--- src/rtl/uart_irq_pkg.sv ---
package uart_irq_pkg;

    localparam int unsigned NSRC = 14;

    typedef enum logic [3:0] {
        SRC_TXD_EMPTY   = 4'd0,
        SRC_RXD_FULL    = 4'd1,
        SRC_TXF_LOW     = 4'd2,
        SRC_TXF_EMPTY   = 4'd3,
        SRC_RXF_HIGH    = 4'd4,
        SRC_RXF_FULL    = 4'd5,
        SRC_TX_UNDERRUN = 4'd6,
        SRC_RX_OVERRUN  = 4'd7,
        SRC_PARITY      = 4'd8,
        SRC_FRAMING     = 4'd9,
        SRC_CTS_CHANGE  = 4'd10,
        SRC_RX_TIMEOUT  = 4'd11,
        SRC_BREAK_DONE  = 4'd12,
        SRC_BUS_ERROR   = 4'd13
    } src_e;

    localparam int unsigned CTS_IDX = int'(SRC_CTS_CHANGE);

    typedef logic [NSRC-1:0] srcvec_t;

endpackage

--- src/rtl/cts_sync_edge.sv ---
module cts_sync_edge #(
    parameter int unsigned STAGES    = 2,
    parameter logic        RST_LEVEL = 1'b0
) (
    input  logic clk,
    input  logic rst_n,
    input  logic cts_i,
    output logic level_o,
    output logic tgl_o
);
    localparam int unsigned LAST = STAGES - 1;

    typedef struct packed {
        logic [STAGES-1:0] sync;
        logic              last;
    } cts_state_t;

    cts_state_t st_d, st_q;

    always_comb begin
        st_d      = st_q;
        st_d.sync = {st_q.sync[LAST-1:0], cts_i};
        st_d.last = st_q.sync[LAST];
    end

    always_ff @(posedge clk or negedge rst_n) begin
        if (!rst_n) begin
            st_q.sync <= {STAGES{RST_LEVEL}};
            st_q.last <= RST_LEVEL;
        end else begin
            st_q <= st_d;
        end
    end

    assign level_o = st_q.sync[LAST];
    assign tgl_o   = st_q.sync[LAST] ^ st_q.last;

    // the synchronized level reflects the pin value seen two edges before
    assert_sync_delay_R7: assert property (@(posedge clk) disable iff (!rst_n)
        $past(st_q.sync[0]) == level_o || $past(!rst_n));

endmodule

--- src/rtl/irq_status_bank.sv ---
module irq_status_bank #(
    parameter int unsigned W       = uart_irq_pkg::NSRC,
    parameter int unsigned CTS_IDX = uart_irq_pkg::CTS_IDX
) (
    input  logic         clk,
    input  logic         rst_n,
    input  logic [W-1:0] evt_i,
    input  logic         cts_tgl_i,
    input  logic [W-1:0] clr_i,
    output logic [W-1:0] stat_o
);
    typedef struct packed {
        logic [W-1:0] stat;
    } bank_state_t;

    bank_state_t  st_d, st_q;
    logic [W-1:0] set_vec;

    for (genvar k = 0; k < W; k++) begin : g_src
        if (k == CTS_IDX) begin : g_cts
            assign set_vec[k] = cts_tgl_i;

            // a level change always lands in the status bit
            assert_cts_set_R8: assert property (@(posedge clk) disable iff (!rst_n)
                cts_tgl_i |=> st_q.stat[k]);

            // the generic event input at this position is inert
            assert_evt_inert_R9: assert property (@(posedge clk) disable iff (!rst_n)
                (evt_i[k] && !cts_tgl_i && !st_q.stat[k]) |=> !st_q.stat[k]);
        end else begin : g_evt
            assign set_vec[k] = evt_i[k];

            // an event sets its bit regardless of enables
            assert_evt_set_R2: assert property (@(posedge clk) disable iff (!rst_n)
                evt_i[k] |=> st_q.stat[k]);
        end

        // set and clear together leave the bit set
        assert_set_wins_R4: assert property (@(posedge clk) disable iff (!rst_n)
            (set_vec[k] && clr_i[k]) |=> st_q.stat[k]);

        // a clear without a set empties the bit
        assert_w1c_R3: assert property (@(posedge clk) disable iff (!rst_n)
            (clr_i[k] && !set_vec[k]) |=> !st_q.stat[k]);

        // without a clear a set bit is sticky
        assert_sticky_R3: assert property (@(posedge clk) disable iff (!rst_n)
            (st_q.stat[k] && !clr_i[k]) |=> st_q.stat[k]);
    end

    always_comb begin
        st_d      = st_q;
        st_d.stat = (st_q.stat & ~clr_i) | set_vec;
    end

    always_ff @(posedge clk or negedge rst_n) begin
        if (!rst_n) begin
            st_q.stat <= '0;
        end else begin
            st_q <= st_d;
        end
    end

    assign stat_o = st_q.stat;

endmodule

--- src/rtl/irq_enable_reg.sv ---
module irq_enable_reg #(
    parameter int unsigned W = uart_irq_pkg::NSRC
) (
    input  logic         clk,
    input  logic         rst_n,
    input  logic         ld_i,
    input  logic [W-1:0] data_i,
    output logic [W-1:0] en_o
);
    typedef struct packed {
        logic [W-1:0] en;
    } en_state_t;

    en_state_t st_d, st_q;

    always_comb begin
        st_d = st_q;
        if (ld_i) begin
            st_d.en = data_i;
        end
    end

    always_ff @(posedge clk or negedge rst_n) begin
        if (!rst_n) begin
            st_q.en <= '0;
        end else begin
            st_q <= st_d;
        end
    end

    assign en_o = st_q.en;

    // a load takes the written mask
    assert_en_load_R5: assert property (@(posedge clk) disable iff (!rst_n)
        ld_i |=> (en_o == $past(data_i)));

    // no load, no change
    assert_en_hold_R5: assert property (@(posedge clk) disable iff (!rst_n)
        !ld_i |=> $stable(en_o));

endmodule

--- src/rtl/uart_irq_unit.sv ---
module uart_irq_unit #(
    parameter int unsigned NSRC       = uart_irq_pkg::NSRC,
    parameter int unsigned CTS_IDX    = uart_irq_pkg::CTS_IDX,
    parameter int unsigned SYNC_DEPTH = 2
) (
    input  logic            clk,
    input  logic            rst_n,
    input  logic [NSRC-1:0] evt_i,
    input  logic            cts_i,
    input  logic            wr_en,
    input  logic            wr_sel,
    input  logic [NSRC-1:0] wr_data,
    output logic [NSRC-1:0] stat_o,
    output logic [NSRC-1:0] en_o,
    output logic            irq_o,
    output logic            cts_level_o
);
    logic            cts_tgl;
    logic            en_ld;
    logic [NSRC-1:0] clr_mask;

    assign en_ld    = wr_en && !wr_sel;
    assign clr_mask = (wr_en && wr_sel) ? wr_data : '0;

    cts_sync_edge #(
        .STAGES    (SYNC_DEPTH),
        .RST_LEVEL (1'b0)
    ) u_cts (
        .clk     (clk),
        .rst_n   (rst_n),
        .cts_i   (cts_i),
        .level_o (cts_level_o),
        .tgl_o   (cts_tgl)
    );

    irq_status_bank #(
        .W       (NSRC),
        .CTS_IDX (CTS_IDX)
    ) u_stat (
        .clk       (clk),
        .rst_n     (rst_n),
        .evt_i     (evt_i),
        .cts_tgl_i (cts_tgl),
        .clr_i     (clr_mask),
        .stat_o    (stat_o)
    );

    irq_enable_reg #(
        .W (NSRC)
    ) u_en (
        .clk    (clk),
        .rst_n  (rst_n),
        .ld_i   (en_ld),
        .data_i (wr_data),
        .en_o   (en_o)
    );

    assign irq_o = |(stat_o & en_o);

    // disabling every source silences the line on the next cycle
    assert_irq_quiet_R6: assert property (@(posedge clk) disable iff (!rst_n)
        (wr_en && !wr_sel && (wr_data == '0)) |=> !irq_o);

    // full enable plus a live event raises the line on the next cycle
    assert_irq_raise_R6: assert property (@(posedge clk) disable iff (!rst_n)
        (wr_en && !wr_sel && (wr_data == '1) && evt_i[0]) |=> irq_o);

    // a level change at the port is followed by the change flag
    assert_cts_flag_R8: assert property (@(posedge clk) disable iff (!rst_n)
        !$stable(cts_level_o) |=> stat_o[CTS_IDX]);

endmodule

--- config.mk ---
export PLATFORM = sky130hd
export DESIGN_NAME = uart_irq_unit
export DESIGN_NICKNAME = d
export VERILOG_FILES = /design/src/rtl/uart_irq_pkg.sv /design/src/rtl/cts_sync_edge.sv /design/src/rtl/irq_status_bank.sv /design/src/rtl/irq_enable_reg.sv /design/src/rtl/uart_irq_unit.sv
export SDC_FILE = /design/constraint.sdc
export NUM_CORES = 1
export LEC_CHECK = 0
export ABC_AREA = 1
export BUFFER_PORTS_ARGS = -buffer_cell sky130_fd_sc_hd__buf_4
export CAP_MARGIN = 20
export CORE_MARGIN = 5
export CORE_UTILIZATION = 49
export CTS_CLUSTER_SIZE = 24
export DETAILED_ROUTE_END_ITERATION = 16
export GPL_TIMING_DRIVEN = 0
export PLACE_DENSITY = 0.83
export SLEW_MARGIN = 5
export SYNTH_ARGS = -nofsm -noshare
export SYNTH_HDL_FRONTEND = slang
export SYNTH_SLANG_ARGS = --single-unit
--- constraint.sdc ---
create_clock -name clk -period 1.4 [get_ports clk]
set_clock_uncertainty 0.15 [all_clocks]
set_input_delay 0.21 -clock clk [delete_from_list [all_inputs] [get_ports clk]]
set_output_delay 0.21 -clock clk [all_outputs]
set_load 0.02 [all_outputs]
==> results of run 1 <==
## cell type report
type                            count  area (um2)  share of cell area (%)
Clock buffer                        8        68.8                    3.05
Multi-Input combinational cell     86         440                    19.5
Tap cell                           31        38.8                    1.72
Timing Repair Buffer               90         768                    34.1
Inverter                           34         128                    5.66
Buffer                              3        33.8                    1.50
Sequential cell                    31         776                    34.4
## metal layers
metal	vias up	routed length, um	part of all wire, %	track usage, %
met4	0	48	1.2	5.57
met2	56	2090	53	35.4
met1	639	1500	38	23.2
li1	653	-	-	-
met3	5	282	7.2	7.55
met5	-	0	0	0
## where the power goes
group	internal, mW	switching [mW]
Sequential	0.971	0.0542
Combinational	0.320	0.321
Clock	0.295	0.299
Total	1.59	0.674
## critical path, stage by stage (launching register included)
cell and delay [ps]:
dfrtp_1 410, nand2_1 80, nand2_1 50, inv_1 40, nand2_1 40, nor2_1 110
nand2_1 80, buf_6 140
## timing repair
item	in CTS	in global routing
pin swaps	5	0
resized for setup	1	11
endpoints found under the setup margin	1	11
gates cloned	0	0
hold endpoints to repair	48	1
setup buffers	10	3
hold buffers	18	1
## placed cells by master, fill, tap and decap left out, types with 2 or more instances in the layout
cell	count
o21ai_0	4
clkbuf_4	5
buf_4	59
buf_6	15
dfrtp_1	31
dlygate4sd3_1	19
nand2_1	53
inv_1	34
o21ai_1	6
o21ai_2	18
nor2_1	2
clkbuf_8	2
## sequential cells by signal, indices dropped and copies added, names as in the netlist
register,flops
u_cts.st_d,1
u_en.en_o,14
u_cts.st_q,1
u_stat.stat_o,14
u_cts.level_o,1
## logic make-up after synthesis
kind of cell / Yosys count / share of synthesized area [%]
and+or+nand+nor: 57 / 16.3
xor gates and xnor gates: 1 / 0.636
buffers and inverters: 37 / 11.7
AOI/OAI and AO/OA: 28 / 15.1
DFF: 31 / 56.3
## stage by stage
step | worst slack, ps | std cells | total power, mW
2_1_floorplan | 157 | 154 | 1.32
3_3_place_gp | 114 | 246 | 1.55
3_5_place_dp | 103 | 246 | 1.57
4_1_cts | -234 | 282 | 2.24
5_1_grt | -346 | 283 | 2.40
6_report | -232 | 283 | 2.26
## how the worst min path moves through the flow
stage	to	slack [ps]	depth (start not counted)
global placement	u_stat.stat_o[0]$_DFF_PN0_	4	1
detailed placement	u_en.en_o[1]$_DFFE_PN0P_	20	1
CTS	u_en.en_o[10]$_DFFE_PN0P_	8	3
floorplan	u_cts.level_o$_DFF_PN0_	-240	0
finish	u_en.en_o[7]$_DFFE_PN0P_	10	3
global route	u_en.en_o[8]$_DFFE_PN0P_	8	3
==> qor.yml, run 1 <==
synth_area_leaders: "dfrtp_1, nand2_1, o21ai_2"
status: "finished with violations"
gp_congestion: 0.707
r2r-end: "u_stat.stat_o[10]$_DFF_PN0_"
die_x_um: 63.0
gr-total-overflow: 0
crit_end: "irq_o"
core_mm2: 0.00273
period_minus_slack_ps: 1630
holdCritPathClass: "in -> reg"
synthCells: 154
finalHoldViolCount: 0
port_buffers: 61
fin_util_pct: 82.4
worstPathRequired_ps: 1040
synth.cell_area_mm2: 0.00138
worstReg2RegStart: "u_cts.level_o$_DFF_PN0_"
hpwl_mm: 2.49
crit_start: "u_en.en_o[11]$_DFFE_PN0P_"
ys_warn_count: 0
clk_latency_ps: 320
cts_buffer_depth: 2
tns_ps: -232
rrSetupSlack_ps: 460
n_fill_cell: 168
ioPinCount: 63
wirelength_mm: 3.93
drc_errors: 0
cts_buffers: 5
synth_cell_types: 11
grt_pass1_vias: 1411
die_area_mm2: 0.00397
antenna_found_initial: 0
start_util_pct: 50.4
syn-num-nets: 187
viasPerCell: 4.78
wire_per_inst_um: 13.9
yosysMostFrequentCell: "nand2_1"
slew_headroom_pct: 73.7
holdWs_ps: 13.9
violations: "setup timing"
post_dp_cell_area_mm2: 0.00187
ys_seq_area_share_pct: 56.3
synth.top_cell.area_share_pct: 56.3
rsz0062_at_grt: "true"
first_pass_iters: 4
drv_cap: 0
rows: 19
cts_tree: "done"
vias: 1353
yosys.area.top_type: "dfrtp_1"
ys.flop_type: "dfrtp_1"
ff2ff_path_depth: 2
design_area_mm2: 0.00225
fmax_ghz: 0.613
crit_type: "reg -> out"
finalNetCount: 284
crit_fanout: 2
postRouteAntennaNets: 0
ir_worst_vdd_mv: 0.885
cp.arrival_ps: 1270
grt_max_degree: 32
crit_path_start_kind: "flip-flop"
min_from: "wr_data[7]"
ys_ff_latch: 31
setup_ws_ps: -232
worst_pin_slew_ps: 394
synth.cells.most_frequent: "nand2_1, inv_1, dfrtp_1"
diodes: 0
grt_pass1_wl_mm: 6.38
post-route-period-util_pct: 117
clock-root-buffer: "clkbuf_4"
drv_slew: 0
area_growth_pct: 63.6
p_leak_nw: 1.21
synth-edff-count: 0
cts_max_level: 2
synth.avg_cell_area_um2: 8.95
clkSinkCount: 31
grt_use_total_pct: 20.4
end_kind: "output port"
setup_viol: 1
pwr_density_cell_mw_per_mm2: 1000
drt-initial-drc-count: 56
fp.dieH_um: 63.0
layout-drive-gt1-share_pct: 40.1
synthArstFlopShare_pct: 100
path_clk_slew_ps: 100
Note: power is estimated with default switching activity, not from simulation.
==> run 2, diff against run 1 <==
--- a/config.mk
+++ b/config.mk
@@ -14,6 +14,7 @@
 export DETAILED_ROUTE_END_ITERATION = 16
 export GPL_TIMING_DRIVEN = 0
 export PLACE_DENSITY = 0.83
+export SETUP_SLACK_MARGIN = 0.4
 export SLEW_MARGIN = 5
 export SYNTH_ARGS = -nofsm -noshare
 export SYNTH_HDL_FRONTEND = slang
==> run 2 against run 1 <==
Compared with the run above: the flow still finishes with violations (setup timing); largest power group unchanged; non-clock buffer count up 18; maximum frequency shrank 15%; highest routed layer unchanged; clock power increased by 7.2%; combinational power rose by 35%; critical path type unchanged.
==> qor.yml, run 2 (synthesis results as in run 1) <==
holdCritPathClass: "in -> reg"
p_leak_nw: 1.34
finalHoldViolCount: 0
wirelength_mm: 6.92
die_x_um: 63.0
viasPerCell: 5.75
final_cells: 301
drc_errors: 0
post-route-period-util_pct: 136
hpwl_mm: 2.35
start_util_pct: 50.4
p_switching_uw: 869
clk_latency_ps: 340
ir_worst_vdd_mv: 1.15
status: "finished with violations"
rows: 19
crit_start: "u_en.en_o[9]$_DFFE_PN0P_"
p_total_mw: 2.57
wire_per_inst_um: 23.0
drv_cap: 0
port_buffers: 61
sequentialPowerShare_pct: 41.5
grt_pass1_wl_mm: 8.30
core_mm2: 0.00273
cts_buffers: 5
path_clk_slew_ps: 100
crit_type: "reg -> out"
diodes: 0
slew_headroom_pct: 73.0
grt_pass1_vias: 1729
postRouteAntennaNets: 0
rsz0062_at_grt: "true"
drv_slew: 0
p_int_mw: 1.70
min_from: "wr_data[6]"
design_area_mm2: 0.00260
vias: 1732
cts_tree: "done"
fmax_ghz: 0.524
tns_ps: -791
grt_max_degree: 32
violations: "setup timing"
grt_use_total_pct: 27.0
area_growth_pct: 88.6
ioPinCount: 63
cts_max_level: 2
gp_congestion: 0.790
dp_cells: 246
antenna_found_initial: 0
cp.arrival_ps: 1550
die_area_mm2: 0.00397
layout_common_cells: "buf_6, nand2_1, buf_4"
worstReg2RegStart: "u_stat.stat_o[0]$_DFF_PN0_"
setup_ws_ps: -510
drt-initial-drc-count: 154
clock-root-buffer: "clkbuf_4"
gr-total-overflow: 0
clkSinkCount: 31
pwr_density_cell_mw_per_mm2: 989
post_dp_cell_area_mm2: 0.00190
dp_slack_ps: 81.0
end_kind: "output port"
power_frac_comb_pct: 33.7
layout-drive-gt1-share_pct: 55.2
clockPowerShare_pct: 24.8
period_minus_slack_ps: 1910
fp.dieH_um: 63.0
worst_pin_slew_ps: 405
p_sw_share_pct: 33.8
first_pass_iters: 5
rrSetupSlack_ps: 300
crit_path_start_kind: "flip-flop"
cts_buffer_depth: 2
crit_fanout: 2
setup_viol: 7
finalNetCount: 302
worstPathRequired_ps: 1040
run 2: cell count changes in the layout (fill, tap and decap cells not counted), sizes merged:
| cell | change |
|---|---|
| buf | +11 |
| dlygate4sd3 | +5 |
| dlymetal6s4s | +2 |
run 2: layout make-up:
cell class	count	area, um2
fill	69	135
sequential	31	803
tap	31	38.8
inverter	34	128
buffer	3	33.8
timing repair buffer	108	1050
multi-input combinational	86	480
clock buffer	8	68.8
run 2: path summary, 6_finish.rpt:
check	endpoint	cells after the start
worst max-delay path	irq_o	7
worst min-delay path	u_en.en_o[6]$_DFFE_PN0P_	3
worst max register to register	u_stat.stat_o[0]$_DFF_PN0_	4
worst min register to register	u_cts.level_o$_DFF_PN0_	0
max in group asynchronous	u_en.en_o[2]$_DFFE_PN0P_	2
min in group asynchronous	u_en.en_o[5]$_DFFE_PN0P_	2
run 2: what timing repair did:
action,4_1_cts,5_1_grt
hold endpoints to repair,56,0
hold buffers,26,0
gates resized for setup,32,30
setup endpoints to repair,30,37
setup buffers,13,8
pin swaps,3,12
run 2: stage by stage:
step                utilization, %  hold slack (ps)
floorplan                        -             -236
detailed placement            69.7             13.4
global placement              69.7             7.59
CTS                           89.7             7.05
finish                        95.1             32.7
global route                  95.1             19.4
run 2: power by group through the flow:
stage,logic [mW],clock network [mW],registers [mW]
final,0.865,0.637,1.07
after global routing,0.901,0.689,1.07
after CTS,0.698,0.618,1.04
after detailed placement,0.519,0,1.06
after global placement,0.509,0,1.06
after floorplan,0.184,0,1.15
run 2: worst max-delay path: stages, from the launching register on:
cell and delay, ps:
dfrtp_2 430, nand2_1 80, nand2_1 80, inv_1 100, nand2_1 120, nor2_2 170, nand2_2 100, buf_6 140
run 2: routing by layer:
metal | track usage [%] | vias to the layer above | part of all wire, %
met3 | 8.27 | 56 | 8.1
met4 | 10.6 | 0 | 8.4
met5 | 0 | - | 0
met2 | 49.7 | 165 | 50
li1 | - | 686 | -
met1 | 28.0 | 825 | 34
==> run 3, diff against run 2 <==
--- a/config.mk
+++ b/config.mk
@@ -9,11 +9,10 @@
 export BUFFER_PORTS_ARGS = -buffer_cell sky130_fd_sc_hd__buf_4
 export CAP_MARGIN = 20
 export CORE_MARGIN = 5
-export CORE_UTILIZATION = 49
+export CORE_UTILIZATION = 30
 export CTS_CLUSTER_SIZE = 24
 export DETAILED_ROUTE_END_ITERATION = 16
 export GPL_TIMING_DRIVEN = 0
-export PLACE_DENSITY = 0.83
 export SETUP_SLACK_MARGIN = 0.4
 export SLEW_MARGIN = 5
 export SYNTH_ARGS = -nofsm -noshare
==> run 3 against run 2 <==
Compared with the run above: the flow still finishes with violations (setup timing); die area up 52%; final cell count up 5.0%; highest routed layer unchanged; critical path depth unchanged; maximum frequency up 20%; clock power up 42%; cell area up 0.34%; global-route usage down 14 points; worst setup slack better by 320 ps; clock-buffer cell count down 2; non-clock buffer count down 6; wire length down 45%; register-to-register slack better by 100 ps.
==> qor.yml, run 3 (synthesis results as in run 1) <==
status: "finished with violations"
violations: "setup timing"
clock-root-buffer: "clkbuf_8"
clk_latency_ps: 280
wirelength_mm: 3.83
crit_path_start_kind: "flip-flop"
diodes: 0
holdWs_ps: 39.8
p_total_mw: 2.70
grt_max_degree: 32
dp_slack_ps: 57.9
core_mm2: 0.00441
viasPerCell: 4.22
vias: 1335
crit_fanout: 2
start_util_pct: 31.2
worstPathRequired_ps: 1040
gr-total-overflow: 0
final_common_cell: "buf_6"
gp_congestion: 0.653
drt-initial-drc-count: 36
cp.arrival_ps: 1230
setup_ws_ps: -191
fmax_ghz: 0.629
rows: 24
grt_use_total_pct: 13.0
pwr_density_cell_mw_per_mm2: 1040
drc_errors: 0
post_dp_cell_area_mm2: 0.00193
post-route-period-util_pct: 114
crit_type: "reg -> out"
area_growth_pct: 89.3
drv_slew: 0
layout_common_cells: "buf_6, nand2_1, buf_4"
p_leak_nw: 1.34
layout-drive-gt1-share_pct: 55.3
first_pass_iters: 4
finalHoldViolCount: 0
finalNetCount: 296
period_minus_slack_ps: 1590
antenna_found_initial: 0
hpwl_mm: 2.46
path_clk_slew_ps: 70
postRouteAntennaNets: 0
die_x_um: 77.8
port_buffers: 61
design_area_mm2: 0.00261
fin_util_pct: 59.1
die_area_mm2: 0.00605
cts_max_level: 2
n_fill_cell: 394
wire_per_inst_um: 12.1
slew_headroom_pct: 73.6
end_kind: "output port"
rsz0062_at_grt: "true"
drv_cap: 0
grt_pass1_vias: 1363
ir_worst_vdd_mv: 0.628
worst_pin_slew_ps: 397
fp.dieH_um: 77.8
cts_tree: "done"
grt_pass1_wl_mm: 6.19
cts_buffer_depth: 2
cts_buffers: 5
ioPinCount: 63
setup_viol: 1
clkSinkCount: 31
holdCritPathClass: "in -> reg"
## run 3: cell types whose count changed in the layout (fill, tap and decap cells not counted), moves of 2 or more
cell / delta
buf_4: -3
dlymetal6s4s_1: -2
clkbuf_8: +4
buf_6: +8
inv_2: -4
clkbuf_4: -5
nand2_2: -3
inv_1: +4
dlygate4sd3_1: -9
nand2_1: +3
## run 3: metal layers
metal	up-vias	GRT usage [%]	part of all wire [%]
met2	38	22.3	54
met3	2	5.44	7.1
li1	676	-	-
met1	619	14.8	39
met4	0	3.61	0.26
met5	-	0	0
## run 3: cell type report
type / count / area (um2) / area share (%)
well taps: 52 / 65.1 / 2.50
flip-flops and latches: 31 / 803 / 30.8
repair buffers: 102 / 998 / 38.3
clock inverters: 2 / 35.0 / 1.34
clock buffers: 6 / 82.6 / 3.17
inverters: 34 / 128 / 4.89
plain buffers: 3 / 33.8 / 1.30
multi-input cells: 86 / 462 / 17.7
## run 3: worst paths after layout
check / startpoint / end / slack (ps) / cells past startpoint
max: u_en.en_o[4]$_DFFE_PN0P_ / irq_o / -190 / 7
min: wr_data[1] / u_en.en_o[1]$_DFFE_PN0P_ / 40 / 3
max reg2reg: u_en.en_o[6]$_DFFE_PN0P_ / u_en.en_o[6]$_DFFE_PN0P_ / 400 / 4
min reg2reg: u_cts.st_d[2]$_DFF_PN0_ / u_cts.level_o$_DFF_PN0_ / 200 / 0
max in group asynchronous: rst_n / u_stat.stat_o[6]$_DFF_PN0_ / 530 / 2
min in group asynchronous: rst_n / u_cts.st_q[0]$_DFF_PN0_ / 240 / 2
## run 3: what timing repair did
item | CTS | global route
endpoints found under the hold margin | 45 | 0
pin swaps | 4 | 5
hold buffers | 15 | 0
resized for setup | 37 | 21
setup endpoints to repair | 30 | 31
setup buffers | 21 | 5
## run 3: where the power goes
group | internal (mW) | switching, mW | total (mW)
Clock | 0.575 | 0.330 | 0.906
Combinational | 0.418 | 0.339 | 0.757
Sequential | 0.983 | 0.0590 | 1.04
Total | 1.98 | 0.728 | 2.70
## run 3: per-stage QoR
stage	TNS [ps]	std cells
2_1_floorplan	0	154
3_3_place_gp	0	267
3_5_place_dp	0	267
4_1_cts	-189	311
5_1_grt	-257	316
6_report	-191	316
## run 3: worst max-delay path, stage by stage (launching register included)
cell,delay (ps)
dfrtp_2,420
nand2_1,70
nand2_1,50
inv_1,40
nand2_1,50
nor2_1,120
nand2_2,70
buf_6,130
